<file path="src/rtl/exc_entry_pkg.sv">
package exc_entry_pkg;

  typedef enum logic [3:0] {
    KND_TLB_MOD     = 4'd0,
    KND_TLB_LD      = 4'd1,
    KND_TLB_ST      = 4'd2,
    KND_REFILL_LD   = 4'd3,
    KND_REFILL_ST   = 4'd4,
    KND_ADDR_LD     = 4'd5,
    KND_ADDR_ST     = 4'd6,
    KND_SYSCALL     = 4'd7,
    KND_BREAK       = 4'd8,
    KND_RESV        = 4'd9,
    KND_CP_UNUSABLE = 4'd10,
    KND_OVERFLOW    = 4'd11,
    KND_TRAP        = 4'd12,
    KND_INTR        = 4'd13
  } exc_kind_e;

  typedef enum logic [2:0] {
    RA_STATUS = 3'd0,
    RA_CAUSE  = 3'd1,
    RA_EPC    = 3'd2,
    RA_BADVA  = 3'd3,
    RA_SHADOW = 3'd4,
    RA_EBASE  = 3'd5
  } reg_addr_e;

  // Field positions that software decodes
  localparam int ST_EXL     = 1;
  localparam int ST_BEV     = 22;
  localparam int CA_CODE_LO = 2;
  localparam int CA_CODE_W  = 5;
  localparam int CA_IV      = 23;
  localparam int CA_CE_LO   = 28;
  localparam int CA_CE_W    = 2;
  localparam int CA_BD      = 31;
  localparam int SET_W      = 4;
  localparam int SS_CUR_LO  = 0;
  localparam int SS_PREV_LO = 6;
  localparam int SS_EXC_LO  = 12;

  function automatic logic [CA_CODE_W-1:0] kind_code(input logic [3:0] k);
    logic [CA_CODE_W-1:0] c;
    case (k)
      KND_TLB_MOD:                 c = 5'h01;
      KND_TLB_LD, KND_REFILL_LD:   c = 5'h02;
      KND_TLB_ST, KND_REFILL_ST:   c = 5'h03;
      KND_ADDR_LD:                 c = 5'h04;
      KND_ADDR_ST:                 c = 5'h05;
      KND_SYSCALL:                 c = 5'h08;
      KND_BREAK:                   c = 5'h09;
      KND_CP_UNUSABLE:             c = 5'h0B;
      KND_OVERFLOW:                c = 5'h0C;
      KND_TRAP:                    c = 5'h0D;
      default:                     c = 5'h0A;
    endcase
    return c;
  endfunction

  function automatic logic kind_loads_badva(input logic [3:0] k);
    return k <= KND_ADDR_ST;
  endfunction

  function automatic logic kind_is_refill(input logic [3:0] k);
    return (k == KND_REFILL_LD) || (k == KND_REFILL_ST);
  endfunction

endpackage

</file>
<file path="src/rtl/exc_vector_sel.sv">
module exc_vector_sel
  import exc_entry_pkg::*;
#(
  parameter int              XLEN        = 32,
  parameter logic [XLEN-1:0] GEN_OFF     = 32'h0000_0180,
  parameter logic [XLEN-1:0] INT_OFF     = 32'h0000_0200,
  parameter logic [XLEN-1:0] OVF_BEV_VEC = 32'hBFC0_0200
) (
  input  logic [3:0]      kind,
  input  logic            exl,
  input  logic            bev,
  input  logic            iv,
  input  logic [XLEN-1:0] ebase,
  output logic [XLEN-1:0] handler
);

  logic [XLEN-1:0] gen_vec;
  logic [XLEN-1:0] int_vec;

  assign gen_vec = ebase + GEN_OFF;
  assign int_vec = ebase + INT_OFF;

  always_comb begin
    handler = gen_vec;
    if (kind_is_refill(kind)) begin
      handler = exl ? gen_vec : ebase;
    end else if (kind == KND_INTR) begin
      handler = iv ? int_vec : gen_vec;
    end else if (kind == KND_OVERFLOW) begin
      handler = bev ? OVF_BEV_VEC : gen_vec;
    end
  end

endmodule

</file>
<file path="src/rtl/exc_pc_gen.sv">
module exc_pc_gen #(
  parameter int              XLEN     = 32,
  parameter int              STEP     = 4,
  parameter logic [XLEN-1:0] RESET_PC = 32'hBFC0_0000
) (
  input  logic            clk,
  input  logic            rst_n,
  input  logic            load,
  input  logic [XLEN-1:0] handler,
  output logic [XLEN-1:0] pc_q,
  output logic [XLEN-1:0] npc_q,
  output logic [XLEN-1:0] nnpc_q,
  output logic            redirect_q
);

  localparam logic [XLEN-1:0] STEP1 = XLEN'(STEP);
  localparam logic [XLEN-1:0] STEP2 = XLEN'(2 * STEP);

  always_ff @(posedge clk or negedge rst_n) begin
    if (!rst_n) begin
      pc_q       <= RESET_PC;
      npc_q      <= RESET_PC + STEP1;
      nnpc_q     <= RESET_PC + STEP2;
      redirect_q <= 1'b0;
    end else begin
      redirect_q <= load;
      if (load) begin
        pc_q   <= handler;
        npc_q  <= handler + STEP1;
        nnpc_q <= handler + STEP2;
      end
    end
  end

  p_redirect_r10: assert property (@(posedge clk) disable iff (!rst_n)
    load |=> (redirect_q && pc_q == $past(handler)));

  p_redirect_drop_r10: assert property (@(posedge clk) disable iff (!rst_n)
    !load |=> !redirect_q);

endmodule

</file>
<file path="src/rtl/exc_state_regs.sv">
module exc_state_regs
  import exc_entry_pkg::*;
#(
  parameter int              XLEN       = 32,
  parameter int              STEP       = 4,
  parameter logic [XLEN-1:0] STATUS_RST = 32'h2000_0000,
  parameter logic [XLEN-1:0] EBASE_RST  = 32'h8000_0000
) (
  input  logic            clk,
  input  logic            rst_n,
  input  logic            exc_valid,
  input  logic [3:0]      exc_kind,
  input  logic [XLEN-1:0] exc_pc,
  input  logic [XLEN-1:0] exc_npc,
  input  logic [XLEN-1:0] exc_badva,
  input  logic [1:0]      exc_cpnum,
  input  logic            sw_we,
  input  logic [2:0]      sw_addr,
  input  logic [XLEN-1:0] sw_wdata,
  output logic [XLEN-1:0] status_q,
  output logic [XLEN-1:0] cause_q,
  output logic [XLEN-1:0] epc_q,
  output logic [XLEN-1:0] badva_q,
  output logic [XLEN-1:0] shadow_q,
  output logic [XLEN-1:0] ebase_q
);

  localparam logic [XLEN-1:0] STEP1 = XLEN'(STEP);

  logic            in_slot;
  logic            swap_ok;
  logic            take_badva;
  logic [XLEN-1:0] status_x, cause_x, epc_x, shadow_x;
  logic [XLEN-1:0] status_d, cause_d, epc_d, badva_d, shadow_d, ebase_d;
  logic [5:0]      sw_sel;

  assign in_slot    = exc_npc != (exc_pc + STEP1);
  assign swap_ok    = !status_q[ST_EXL] && !status_q[ST_BEV];
  assign take_badva = exc_valid && kind_loads_badva(exc_kind);

  // one-hot software select
  genvar gi;
  generate
    for (gi = 0; gi < 6; gi++) begin : g_sel
      assign sw_sel[gi] = sw_we && (sw_addr == 3'(gi));
    end
  endgenerate

  // exception images of each touched register
  always_comb begin
    status_x         = status_q;
    status_x[ST_EXL] = 1'b1;

    cause_x                             = cause_q;
    cause_x[CA_CODE_LO +: CA_CODE_W]    = kind_code(exc_kind);
    cause_x[CA_BD]                      = in_slot;
    cause_x[CA_CE_LO +: CA_CE_W]        = (exc_kind == KND_CP_UNUSABLE) ? exc_cpnum : 2'b00;

    epc_x = in_slot ? (exc_pc - STEP1) : exc_pc;

    shadow_x                         = shadow_q;
    shadow_x[SS_PREV_LO +: SET_W]    = shadow_q[SS_CUR_LO +: SET_W];
    shadow_x[SS_CUR_LO +: SET_W]     = shadow_q[SS_EXC_LO +: SET_W];
  end

  // merge: exception wins per register, software fills the rest
  always_comb begin
    status_d = status_q;
    cause_d  = cause_q;
    epc_d    = epc_q;
    badva_d  = badva_q;
    shadow_d = shadow_q;
    ebase_d  = ebase_q;

    if (exc_valid) begin
      status_d = status_x;
      cause_d  = cause_x;
      epc_d    = epc_x;
    end else begin
      if (sw_sel[RA_STATUS]) status_d = sw_wdata;
      if (sw_sel[RA_CAUSE])  cause_d  = sw_wdata;
      if (sw_sel[RA_EPC])    epc_d    = sw_wdata;
    end

    if (take_badva)              badva_d = exc_badva;
    else if (sw_sel[RA_BADVA])   badva_d = sw_wdata;

    if (exc_valid && swap_ok)    shadow_d = shadow_x;
    else if (sw_sel[RA_SHADOW])  shadow_d = sw_wdata;

    if (sw_sel[RA_EBASE])        ebase_d = sw_wdata;
  end

  always_ff @(posedge clk or negedge rst_n) begin
    if (!rst_n) begin
      status_q <= STATUS_RST;
      cause_q  <= '0;
      epc_q    <= '0;
      badva_q  <= '0;
      shadow_q <= '0;
      ebase_q  <= EBASE_RST;
    end else begin
      status_q <= status_d;
      cause_q  <= cause_d;
      epc_q    <= epc_d;
      badva_q  <= badva_d;
      shadow_q <= shadow_d;
      ebase_q  <= ebase_d;
    end
  end

  p_exl_set_r4: assert property (@(posedge clk) disable iff (!rst_n)
    exc_valid |=> status_q[ST_EXL]);

  p_epc_seq_r3: assert property (@(posedge clk) disable iff (!rst_n)
    (exc_valid && exc_npc == exc_pc + STEP1) |=> (epc_q == $past(exc_pc) && !cause_q[CA_BD]));

  p_code_r2: assert property (@(posedge clk) disable iff (!rst_n)
    exc_valid |=> cause_q[CA_CODE_LO +: CA_CODE_W] == kind_code($past(exc_kind)));

  p_ce_clear_r6: assert property (@(posedge clk) disable iff (!rst_n)
    (exc_valid && exc_kind != KND_CP_UNUSABLE) |=> cause_q[CA_CE_LO +: CA_CE_W] == 2'b00);

  p_shadow_hold_r5: assert property (@(posedge clk) disable iff (!rst_n)
    (exc_valid && (status_q[ST_EXL] || status_q[ST_BEV]) && !(sw_we && sw_addr == RA_SHADOW))
    |=> shadow_q == $past(shadow_q));

  p_shadow_swap_r5: assert property (@(posedge clk) disable iff (!rst_n)
    (exc_valid && !status_q[ST_EXL] && !status_q[ST_BEV])
    |=> (shadow_q[SS_CUR_LO +: SET_W] == $past(shadow_q[SS_EXC_LO +: SET_W]) &&
         shadow_q[SS_PREV_LO +: SET_W] == $past(shadow_q[SS_CUR_LO +: SET_W])));

  p_badva_hold_r11: assert property (@(posedge clk) disable iff (!rst_n)
    (exc_valid && !kind_loads_badva(exc_kind) && !(sw_we && sw_addr == RA_BADVA))
    |=> badva_q == $past(badva_q));

endmodule

</file>
<file path="src/rtl/exc_entry_ctrl.sv">
module exc_entry_ctrl
  import exc_entry_pkg::*;
#(
  parameter int              XLEN        = 32,
  parameter int              STEP        = 4,
  parameter logic [XLEN-1:0] RESET_PC    = 32'hBFC0_0000,
  parameter logic [XLEN-1:0] STATUS_RST  = 32'h2000_0000,
  parameter logic [XLEN-1:0] EBASE_RST   = 32'h8000_0000,
  parameter logic [XLEN-1:0] GEN_OFF     = 32'h0000_0180,
  parameter logic [XLEN-1:0] INT_OFF     = 32'h0000_0200,
  parameter logic [XLEN-1:0] OVF_BEV_VEC = 32'hBFC0_0200
) (
  input  logic            clk,
  input  logic            rst_n,
  input  logic            exc_valid,
  input  logic [3:0]      exc_kind,
  input  logic [XLEN-1:0] exc_pc,
  input  logic [XLEN-1:0] exc_npc,
  input  logic [XLEN-1:0] exc_badva,
  input  logic [1:0]      exc_cpnum,
  input  logic            sw_we,
  input  logic [2:0]      sw_addr,
  input  logic [XLEN-1:0] sw_wdata,
  output logic [XLEN-1:0] sw_rdata,
  output logic [XLEN-1:0] pc_out,
  output logic [XLEN-1:0] npc_out,
  output logic [XLEN-1:0] nnpc_out,
  output logic            redirect,
  output logic [3:0]      shadow_set
);

  logic [XLEN-1:0] status_q, cause_q, epc_q, badva_q, shadow_q, ebase_q;
  logic [XLEN-1:0] handler;

  exc_state_regs #(
    .XLEN(XLEN), .STEP(STEP), .STATUS_RST(STATUS_RST), .EBASE_RST(EBASE_RST)
  ) u_regs (
    .clk(clk), .rst_n(rst_n),
    .exc_valid(exc_valid), .exc_kind(exc_kind), .exc_pc(exc_pc),
    .exc_npc(exc_npc), .exc_badva(exc_badva), .exc_cpnum(exc_cpnum),
    .sw_we(sw_we), .sw_addr(sw_addr), .sw_wdata(sw_wdata),
    .status_q(status_q), .cause_q(cause_q), .epc_q(epc_q),
    .badva_q(badva_q), .shadow_q(shadow_q), .ebase_q(ebase_q)
  );

  exc_vector_sel #(
    .XLEN(XLEN), .GEN_OFF(GEN_OFF), .INT_OFF(INT_OFF), .OVF_BEV_VEC(OVF_BEV_VEC)
  ) u_vec (
    .kind(exc_kind), .exl(status_q[ST_EXL]), .bev(status_q[ST_BEV]),
    .iv(cause_q[CA_IV]), .ebase(ebase_q), .handler(handler)
  );

  exc_pc_gen #(
    .XLEN(XLEN), .STEP(STEP), .RESET_PC(RESET_PC)
  ) u_pc (
    .clk(clk), .rst_n(rst_n), .load(exc_valid), .handler(handler),
    .pc_q(pc_out), .npc_q(npc_out), .nnpc_q(nnpc_out), .redirect_q(redirect)
  );

  always_comb begin
    case (sw_addr)
      RA_STATUS: sw_rdata = status_q;
      RA_CAUSE:  sw_rdata = cause_q;
      RA_EPC:    sw_rdata = epc_q;
      RA_BADVA:  sw_rdata = badva_q;
      RA_SHADOW: sw_rdata = shadow_q;
      RA_EBASE:  sw_rdata = ebase_q;
      default:   sw_rdata = '0;
    endcase
  end

  assign shadow_set = shadow_q[SS_CUR_LO +: SET_W];

  p_refill_base_r7: assert property (@(posedge clk) disable iff (!rst_n)
    (exc_valid && kind_is_refill(exc_kind) && !status_q[ST_EXL]) |=> pc_out == $past(ebase_q));

  p_iv_vector_r8: assert property (@(posedge clk) disable iff (!rst_n)
    (exc_valid && exc_kind == KND_INTR && cause_q[CA_IV]) |=> pc_out == $past(ebase_q) + INT_OFF);

  p_ovf_boot_r9: assert property (@(posedge clk) disable iff (!rst_n)
    (exc_valid && exc_kind == KND_OVERFLOW && status_q[ST_BEV]) |=> pc_out == OVF_BEV_VEC);

endmodule

</file>
<file path="config.mk">
export PLATFORM = sky130hd
export DESIGN_NAME = exc_entry_ctrl
export DESIGN_NICKNAME = d
export VERILOG_FILES = /design/src/rtl/exc_entry_pkg.sv /design/src/rtl/exc_vector_sel.sv /design/src/rtl/exc_pc_gen.sv /design/src/rtl/exc_state_regs.sv /design/src/rtl/exc_entry_ctrl.sv
export SDC_FILE = /design/constraint.sdc
export NUM_CORES = 1
export LEC_CHECK = 0
export BUFFER_PORTS_ARGS = -buffer_cell sky130_fd_sc_hd__buf_2
export CAP_MARGIN = 10
export CORE_MARGIN = 3
export CORE_UTILIZATION = 45
export CTS_CLUSTER_SIZE = 24
export DETAILED_ROUTE_END_ITERATION = 10
export PLACE_DENSITY = 0.66
export SYNTH_ARGS = -nofsm -noshare
export SYNTH_HDL_FRONTEND = slang
export SYNTH_SLANG_ARGS = --single-unit
</file>
<file path="constraint.sdc">
create_clock -name clk -period 8.9 [get_ports clk]
set_input_delay 0.89 -clock clk [delete_from_list [all_inputs] [get_ports clk]]
set_output_delay 0.89 -clock clk [all_outputs]
set_load 0.01 [all_outputs]
</file>
Yosys cells after proc, flatten, opt, wreduce, memory -nomap -nowiden
Memory sizes are Yosys's and may differ from the RTL's.
Cells that the tools add are included.

storage, ports and cells
  flip-flop bits (word level) = 289
  ROM bits = 64
  memories = 1
  word-level logic and storage cells = 74
  output and inout bits = 133

cells by class
  $lt $le $gt $ge = 1
  muxes and demuxes = 19
  bitwise logic cells = 2
  add/sub/neg operators = 6
  equality and inequality tests = 11
  reductions and logical operators = 21

memory list
  memory           depth  bits a word  read ports  clocked after memory_dff  wr ports  RTL line             source
  (no name shown)  16     4            1           0                         0         exc_entry_pkg.sv:45  case (k)

operators by type and width
  operator                                              number
  2-to-1 mux 32 bit                                     13
  case mux 32 bit (6 select lines)                      1
  adder 32 x 3 -> 32 bit (second input constant)        2
  adder 32 x 10 -> 32 bit (second input constant)       1
  adder 32 x 4 -> 32 bit (second input constant)        1
  adder 32 x 9 -> 32 bit (second input constant)        1
  != test 32 bit                                        1
  subtractor 32 x 3 -> 32 bit (second input constant)   1
  2-to-1 mux 10 bit                                     2
  equality test 4 bit (second input constant)           3
  nonzero test 2 bit                                    5
  logical AND 1 bit                                     9
  equality test 3 x 2 -> 1 bit (second input constant)  2
  equality test 3 bit (second input constant)           2
  2-to-1 mux 2 bit                                      3
  AND reduction 2 bit                                   3
  equality test 4 x 2 -> 1 bit (second input constant)  1
  equality test 4 x 3 -> 1 bit (second input constant)  1
  <= comparator 4 x 3 -> 1 bit (second input constant)  1
  equality test 3 x 1 -> 1 bit (second input constant)  1
  zero test 3 bit                                       1
  zero test 1 bit                                       2
  NOT 1 bit                                             2
  logical OR 1 bit                                      1

Longest topological paths before layout
Gate-level depths: netlist of the first run.

  depth in word-level cells = 6
  depth in mapped cells = 14
  depth with buffers taken out = 11

By module
From an unflattened synthesis of the first run, not the netlist that was laid out.

unflattened totals
  cell total of the unflattened synthesis = 1766
  area total of the unflattened synthesis = 17501.8 um^2

by module, submodules not included
  module          cells an instance  times used  area each (um^2)
  exc_state_regs  891                1           9815.7
  exc_pc_gen      452                1           4551.9
  exc_entry_ctrl  220                1           1786.7
  exc_vector_sel  203                1           1347.5

Least setup slack after synthesis of the first run
No wires, ideal clock.

  path type = input-to-reg
  start point = input exc_kind[0]
  end point = register u_pc.npc_q[31]
  path buffers = 1
  required time = 8.836 ns
  setup slack = 4.947 ns
  setup time = 0.064 ns
  arrival time = 3.889 ns
  stages = 12
  path through = ha_1 > nand4b_1 > clkbuf_1 > and2_0 > ha_1 > nand2_1 > nor3_1 > nand3_1 > nor4_1 > nand4_2 > or4_1 > nand3_1

between the ends
  cells in the longest elaborated chain, start to end = 5

ends and longest elaborated chain
  item                        RTL line              source
  start: declaration          exc_entry_ctrl.sv:16  input logic [3:0] exc_kind,
  equality test 4 bit         exc_vector_sel.sv:29  end else if (kind == KND_OVERFLOW) begin
  2-to-1 mux 32 bit           exc_vector_sel.sv:29
  2-to-1 mux 32 bit           exc_vector_sel.sv:27  end else if (kind == KND_INTR) begin
  2-to-1 mux 32 bit (*)       exc_vector_sel.sv:25  if (kind_is_refill(kind)) begin
  net handler[4]              exc_entry_ctrl.sv:33  logic [XLEN-1:0] handler;
  adder 32 x 3 -> 32 bit (*)  exc_pc_gen.sv:29      npc_q <= handler + STEP1;
  end signal: assignment      exc_pc_gen.sv:22      npc_q <= RESET_PC + STEP1;
  end signal: assignment      exc_pc_gen.sv:29
  end: declaration            exc_pc_gen.sv:11      output logic [XLEN-1:0] npc_q,

Mark *: on every way through the listed nets, which the timed path passes. The rest lies on a longest branch.
A chain may end at the register's enable or synchronous reset.

Final worst setup path of the first run
  start point = input exc_kind[0]
  end point = register u_pc.npc_q[31]

between the ends
  cells in the longest elaborated chain, start to end = 5

ends and longest elaborated chain
  item                        RTL line
  equality test 4 bit         exc_vector_sel.sv:29
  2-to-1 mux 32 bit           exc_vector_sel.sv:29
  2-to-1 mux 32 bit           exc_vector_sel.sv:27
  2-to-1 mux 32 bit (*)       exc_vector_sel.sv:25
  adder 32 x 3 -> 32 bit (*)  exc_pc_gen.sv:29

Mark *: on every way between the ends. The rest lies on a longest branch, timed or not.

==> results.md, run 1 <==
- Total Wirelength: 54500 um
- Root buf cell: clkbuf_16
- Max incr delay on CP: 770 ps
- Initial antenna violation count: 4
- GRT Residual Overflow: 0
- Max-cap violation count: 0
- Most frequent cells in the layout: 273 x buf_2, 253 x dfrtp_1, 212 x nand2_1
- H-tree Lvls: 1
- Chip width: 199 um
- CTS tree: yes
- DIE AREA: 39500 um2
- Rel. slew slack: 20.2%
- Post-synth EDFFs: 0
- Seq. cell area: 7150 um2
- PD cells: 217 nW/um2
- Final setup fails: 0
- Post-Synthesis Cells: 1759
- Footprint of the multi-input gates: 8880 um2
- Seq/Total Area, Yosys: 42.8%
- Nets: 2095
- Largest net degree at the start of global routing: 80
- Avg Synthesized Cell Area: 9.49 um2
- Worst skew pair latency: 590 ps
- Clock Skews: 26.9 ps
- # fillers: 3309
- Worst Path Arrival: 5180 ps
- Ports: 274
- Detailed router's first-iteration violation count: 1264
- CTS max path bufs: 3
- GRT Total Usage: 27.1%
- Tmin final: 4680 ps
- Area contributors post-synth: dfrtp_1 38%, mux2_2 7.8%, dfstp_2 4.9%, nand2_1 4.8%, a22oi_1 4.5%
- Total CTS buffers: 29
- VDD IR-drop max: 0.103 mV
- Cell taking the most area after synthesis: dfrtp_1
- Final Hold Viols: 0
- Synthesis-stage register bit count: 284
- Worst-margin pin slew: 1190 ps
- Crit path cell chain: buf_2 > ha_1 > nand4b_1 > nand2_1 > a221oi_1 > o2bb2ai_1 > nand2b_1 > nor4_1 > nand4_2 > or4_1 > nand3_1
- Setup CP Type: input pin to flip-flop
- Max-slew violations: 0
- DRC violations left: 0
- Ys Warns: 0
- GPL Wtd Cong: 0.923
- Core area: 36100 um2
- FP Rows: 69
- Worst r2r src: u_regs.status_q[22]$_DFFE_PN0P_
- TritonCTS sink count: 284
- Critical path origin: exc_kind[0]
- Fmax achieved: 214 MHz
- PortBufs: 273
- Gates resized, CTS repair: 0
- First drt pass iteration count: 8
- Endpoint class of the critical path: flip-flop
- DP Wirelength: 38600 um
- Effective utilization at floorplan: 46.3%
- Vias: 14700
- Outcome: finished, final reports clean
- Area Overhead vs Synth: 15.3%
- Commonest non-fill, non-tap cell in the layout: buf_2
- # hold bufs at CTS: 0
- Mapped cell area: 16700 um2
- Post-synth cell types: 90
- LEAKAGE: 8.38 nW
- Setup TNS: 0 ps
- Post-synthesis net count: 1911
- WL/cell: 22.5 um
- Pre-CTS WS: 3690 ps
- Vias in the first global route: 14500
- Async set or reset register ratio after synthesis: 100%
- Tcrit/Tclk final: 52.6%
- Total power: 0.00418 W
- Hold Path Class: input pin to asynchronous set/reset pin
- Post-CTS Setup Inserts: 0
- Ys flop type: dfrtp_1
- N_diodes: 0
- Req. time, crit path: 9400 ps
- Worst setup margin: 4220 ps
- Post-synth top area share: 37.9%
- Slowest cell on the critical path: nor4_1
- Clock transition at path regs: 60 ps
- CP max FO: 20
- Unrepaired setup endpoints after global routing: false
- Layout cells sized above 1: 26.5%
- Die H: 199 um
- First-pass GRT wire length: 84800 um
- Critical path launch point type: input pin
- Antenna Nets Post-Route: 0
- Post-DR vias/cell: 6.04
[path summary, 6_finish.rpt]
path | to | slack (ps) | cells after the start
worst max-delay path | u_pc.npc_q[31]$_DFFE_PN1P_ | 4220 | 11
worst min-delay path | u_pc.npc_q[3]$_DFFE_PN0P_ | 250 | 1
worst max register to register | u_pc.npc_q[31]$_DFFE_PN1P_ | 4480 | 9
worst min register to register | u_pc.pc_q[25]$_DFFE_PN1P_ | 470 | 2
max in group asynchronous | u_regs.status_q[30]$_DFFE_PN0P_ | 7250 | 2
min in group clk | u_pc.pc_q[25]$_DFFE_PN1P_ | 470 | 2
[cell usage after synthesis (all sizes together) (11+ instances only)]
master / n
dfrtp: 253
nand2: 214
mux2: 116
clkbuf: 107
a22oi: 100
nor2: 98
a21oi: 82
o21ai: 71
nand3: 70
xor2: 66
mux2i: 60
xnor2: 56
a211oi: 38
nor2b: 37
buf: 35
nor3: 33
dfstp: 31
nand4: 31
inv: 27
nor4: 24
and2: 13
and3: 12
ha: 11
or3: 11
[area by class of cell]
type	instances	area share (%)
clock buffers	42	4.39
clock inverters	11	0.890
inverters	27	0.526
multi-input cells	1306	46.1
flip-flops and latches	284	37.1
well taps	461	3.00
repair buffers	295	8.01
[cell families after synthesis]
group,Yosys count,share of synthesized area (%)
DFF,284,42.8
AOI/OAI and AO/OA,389,15.8
adders and majority gates,11,0.824
xor gates and xnor gates,122,6.40
and+or+nand+nor,608,18.5
muxes,176,11.4
buffers and inverters,169,4.35
[per-stage QoR]
step / util [%] / area, um2 / cells / hold WS [ps]
after floorplan: - / 16700 / 1759 / 446
after CTS: 53.4 / 19300 / 2425 / 273
final: 53.4 / 19300 / 2426 / 254
after global placement: 50.5 / 18200 / 2371 / 458
after global routing: 53.4 / 19300 / 2426 / 286
after detailed placement: 50.5 / 18200 / 2372 / 463
[report_power, final]
group / internal [W] / switching, W / total, W
sequential: 0.00159 / 0.000231 / 0.00182
combinational: 0.000453 / 0.000607 / 0.00106
clock: 0.000774 / 0.000530 / 0.00130
total: 0.00282 / 0.00137 / 0.00418
[routing by layer]
metal | part of all wire (%) | global-route usage [%] | vias to the layer above
li1 | - | - | 6753
met1 | 43 | 37.3 | 7227
met2 | 48 | 45.3 | 593
met3 | 7.2 | 3.88 | 72
met4 | 2.2 | 7.11 | 8
met5 | 0.11 | 0 | -
[worst max-delay path, delay by kind of cell]
family                   cells  cell delay (ps)
AND/OR/NAND/NOR              7             3310
buffers and inverters        1              130
AO/OA/AOI/OAI                2              560
adder cells (fa/ha/maj)      1              280
[sequential cells by signal, summed over array words and instances, names as in the netlist]
register	count
u_regs.ebase_q	32
u_regs.status_q	32
u_regs.cause_q	32
u_regs.epc_q	32
u_pc.redirect_q	1
u_pc.pc_q	30
u_pc.npc_q	32
u_regs.badva_q	32
u_regs.shadow_q	32
u_pc.nnpc_q	29
(Power assumes the default switching activity.)
==> inputs of run 2 (changes only) <==
--- a/config.mk
+++ b/config.mk
@@ -5,13 +5,14 @@
 export SDC_FILE = /design/constraint.sdc
 export NUM_CORES = 1
 export LEC_CHECK = 0
+export ABC_AREA = 1
 export BUFFER_PORTS_ARGS = -buffer_cell sky130_fd_sc_hd__buf_2
 export CAP_MARGIN = 10
 export CORE_MARGIN = 3
 export CORE_UTILIZATION = 45
 export CTS_CLUSTER_SIZE = 24
 export DETAILED_ROUTE_END_ITERATION = 10
-export PLACE_DENSITY = 0.66
+export PLACE_DENSITY = 0.68
 export SYNTH_ARGS = -nofsm -noshare
 export SYNTH_HDL_FRONTEND = slang
 export SYNTH_SLANG_ARGS = --single-unit
==> constraint.sdc (replaced) <==
create_clock -name clk -period 3.8 [get_ports clk]
set_input_delay 0.38 -clock clk [delete_from_list [all_inputs] [get_ports clk]]
set_output_delay 0.38 -clock clk [all_outputs]
set_load 0.01 [all_outputs]
==> results.md, run 2 <==
- Avg Synthesized Cell Area: 7.00 um2
- Total Wirelength: 70800 um
- Clock transition at path regs: 60 ps
- Setup CP Type: flip-flop to flip-flop
- Core area: 40000 um2
- Post-synthesis net count: 2774
- First drt pass iteration count: 6
- GRT Total Usage: 31.9%
- Worst skew pair latency: 580 ps
- Post-synth EDFFs: 0
- Effective utilization at floorplan: 45.9%
- Unrepaired setup endpoints after global routing: false
- Total CTS buffers: 29
- Root buf cell: clkbuf_16
- Area contributors post-synth: dfrtp_1 34%, nand2_1 16%, o21ai_0 6.5%, nand3_1 6.1%, inv_1 5.0%
- Post-DR vias/cell: 5.59
- Max incr delay on CP: 500 ps
- Fmax achieved: 310 MHz
- Setup TNS: 0 ps
- Hold Path Class: input pin to flip-flop
- Final Hold Viols: 0
- Post-synth top area share: 34.5%
- Initial antenna violation count: 17
- Cell taking the most area after synthesis: dfrtp_1
- Area Overhead vs Synth: 14.8%
- Antenna Nets Post-Route: 0
- Clock Skews: 15.1 ps
- Vias in the first global route: 18400
- LEAKAGE: 10.1 nW
- DP Wirelength: 55300 um
- Synth top cells by count: 799 x nand2_1, 253 x dfrtp_1, 243 x inv_1
- Ys flop type: dfrtp_1
- Max-cap violation count: 0
- FP Rows: 73
- Layout cells sized above 1: 17.6%
- Largest net degree at the start of global routing: 118
- Final setup fails: 0
- Top-count cell post-synth: nand2_1
- Tmin final: 3230 ps
- VDD IR-drop max: 0.431 mV
- Post-synth cell types: 54
- CTS tree: yes
- PD cells: 455 nW/um2
- DIE AREA: 43300 um2
- Mapped cell area: 18400 um2
- First-pass GRT wire length: 109000 um
- Vias: 18900
- TritonCTS sink count: 284
- Crit path cell chain: ha_1 > inv_1 > nor2_2 > nand2_1 > nor2_1 > nand2_1 > nand2_1 > nand3_1 > nand3_1 > nand2_1 > nor2_2 > nand2_1 > nor2_2 > nand2_2 > nor2_2 > nand2_1 > nand2_1 > nand3_1
- DRC violations left: 0
- Rel. slew slack: 20.7%
- Crit path top cell by count: nand2_1
- Chip width: 208 um
- CTS max path bufs: 3
- Seq/Total Area, Yosys: 38.9%
- Endpoint class of the critical path: flip-flop
- Post-Synthesis Cells: 2622
- GPL Wtd Cong: 0.959
- GRT Residual Overflow: 0
- PortBufs: 273
- CP max FO: 6
- Async set or reset register ratio after synthesis: 100%
- Tcrit/Tclk final: 85.0%
- WL/cell: 20.9 um
- Req. time, crit path: 4250 ps
- Post-CTS Setup Inserts: 0
- Hold WS: 37.9 ps
- Ys Warns: 0
- Ports: 274
- Synthesis-stage register bit count: 284
- Detailed router's first-iteration violation count: 1948
- Outcome: finished, final reports clean
- Nets: 2981
- Worst Path Arrival: 3680 ps
- Die H: 208 um
- Worst-margin pin slew: 1190 ps
- H-tree Lvls: 1
- Max-slew violations: 0
- Slowest cell on the critical path: dfrtp_1
- Most frequent cells in the layout: 799 x nand2_1, 271 x buf_2, 253 x dfrtp_1
- Commonest non-fill, non-tap cell in the layout: nand2_1
- Critical path launch point type: flip-flop
[run 2: cell types whose count changed after synthesis, moves of 37 or more]
cell      before  now
a211oi_1      38    0
a21oi_1       80   40
a22oi_1      100   30
inv_1         26  243
mux2_2       116    5
mux2i_1       60    0
nand2_1      214  799
nand3_1       69  222
nor2_1        98  221
nor2b_1       37    0
o21ai_0       69  238
[run 2: area by class of cell]
type                            count  area [um2]
Tap cell                          525         657
Timing Repair Buffer              308        1680
Sequential cell                   284        7150
Antenna cell                        8        20.0
Multi-Input combinational cell   1944        9630
Clock inverter                      9         105
Fill cell                        4023       18900
Clock buffer                       45         856
Inverter                          262         988
[run 2: through the flow]
| step | util [%] | setup slack (ps) | cell area [um2] | power [W] | std cells |
|---|---|---|---|---|---|
| floorplan | - | 1210 | 18400 | 0.00553 | 2622 |
| global placement | 50.2 | 397 | 20100 | 0.00662 | 3322 |
| detailed placement | 50.2 | 360 | 20100 | 0.00666 | 3322 |
| CTS | 52.7 | 643 | 21100 | 0.00961 | 3377 |
| global route | 52.7 | 328 | 21100 | 0.0101 | 3378 |
| finish | 52.7 | 570 | 21100 | 0.00959 | 3385 |
[run 2: per-layer routing]
layer / share of wire (%) / global-route usage, % / vias up / wire [um]
met1: 41 / 41.8 / 8955 / 29000
met4: 4.5 / 12.7 / 16 / 3150
li1: - / - / 8948 / -
met5: 0.16 / 0 / - / 115
met2: 47 / 52.5 / 845 / 32900
met3: 7.9 / 5.91 / 167 / 5570
[run 2: kinds of logic (layout without fill, tap and decap cells)]
group | after synthesis | after routing | synth area share, %
and+or+nand+nor | 1392 | 1392 | 32.6
AOI/OAI and AO/OA | 443 | 443 | 14.2
buffers and inverters | 394 | 624 | 8.75
DFF | 284 | 284 | 38.9
xor gates and xnor gates | 93 | 93 | 4.44
adders and majority gates | 11 | 11 | 0.750
muxes | 5 | 5 | 0.307
other | 0 | 8 | 0
[run 2: final timing paths]
path | cells after the start | end | startpoint | slack (ps)
max | 18 | u_pc.nnpc_q[30]$_DFFE_PN0P_ | u_regs.ebase_q[10]$_DFFE_PN0P_ | 570
min | 3 | u_regs.badva_q[0]$_DFFE_PN0P_ | exc_badva[0] | 40
max reg2reg | 18 | u_pc.nnpc_q[30]$_DFFE_PN0P_ | u_regs.ebase_q[10]$_DFFE_PN0P_ | 570
min reg2reg | 2 | u_pc.nnpc_q[31]$_DFFE_PN1P_ | u_pc.nnpc_q[31]$_DFFE_PN1P_ | 470
max in group asynchronous | 3 | u_pc.npc_q[31]$_DFFE_PN1P_ | rst_n | 2290
min in group asynchronous | 2 | u_regs.cause_q[18]$_DFFE_PN0P_ | rst_n | 450
[run 2: worst max-delay path: cells and delay by family, from the launching register on]
family / cells / cell delay (ps)
buf+inv: 1 / 100
simple gates: 16 / 2140
flops: 1 / 500
fa+ha+maj: 1 / 380
[run 2: repair_timing]
| action | CTS | global route |
|---|---|---|
| gates resized for setup | 0 | 0 |
| hold buffers | 1 | 0 |
| hold endpoints to repair | 111 | 0 |
[run 2: where the power goes]
part	switching (W)	leakage, nW	total [W]	internal [W]
logic	0.00172	6.26	0.00256	0.000846
registers	0.000437	3.42	0.00407	0.00364
clock network	0.00127	0.471	0.00295	0.00168
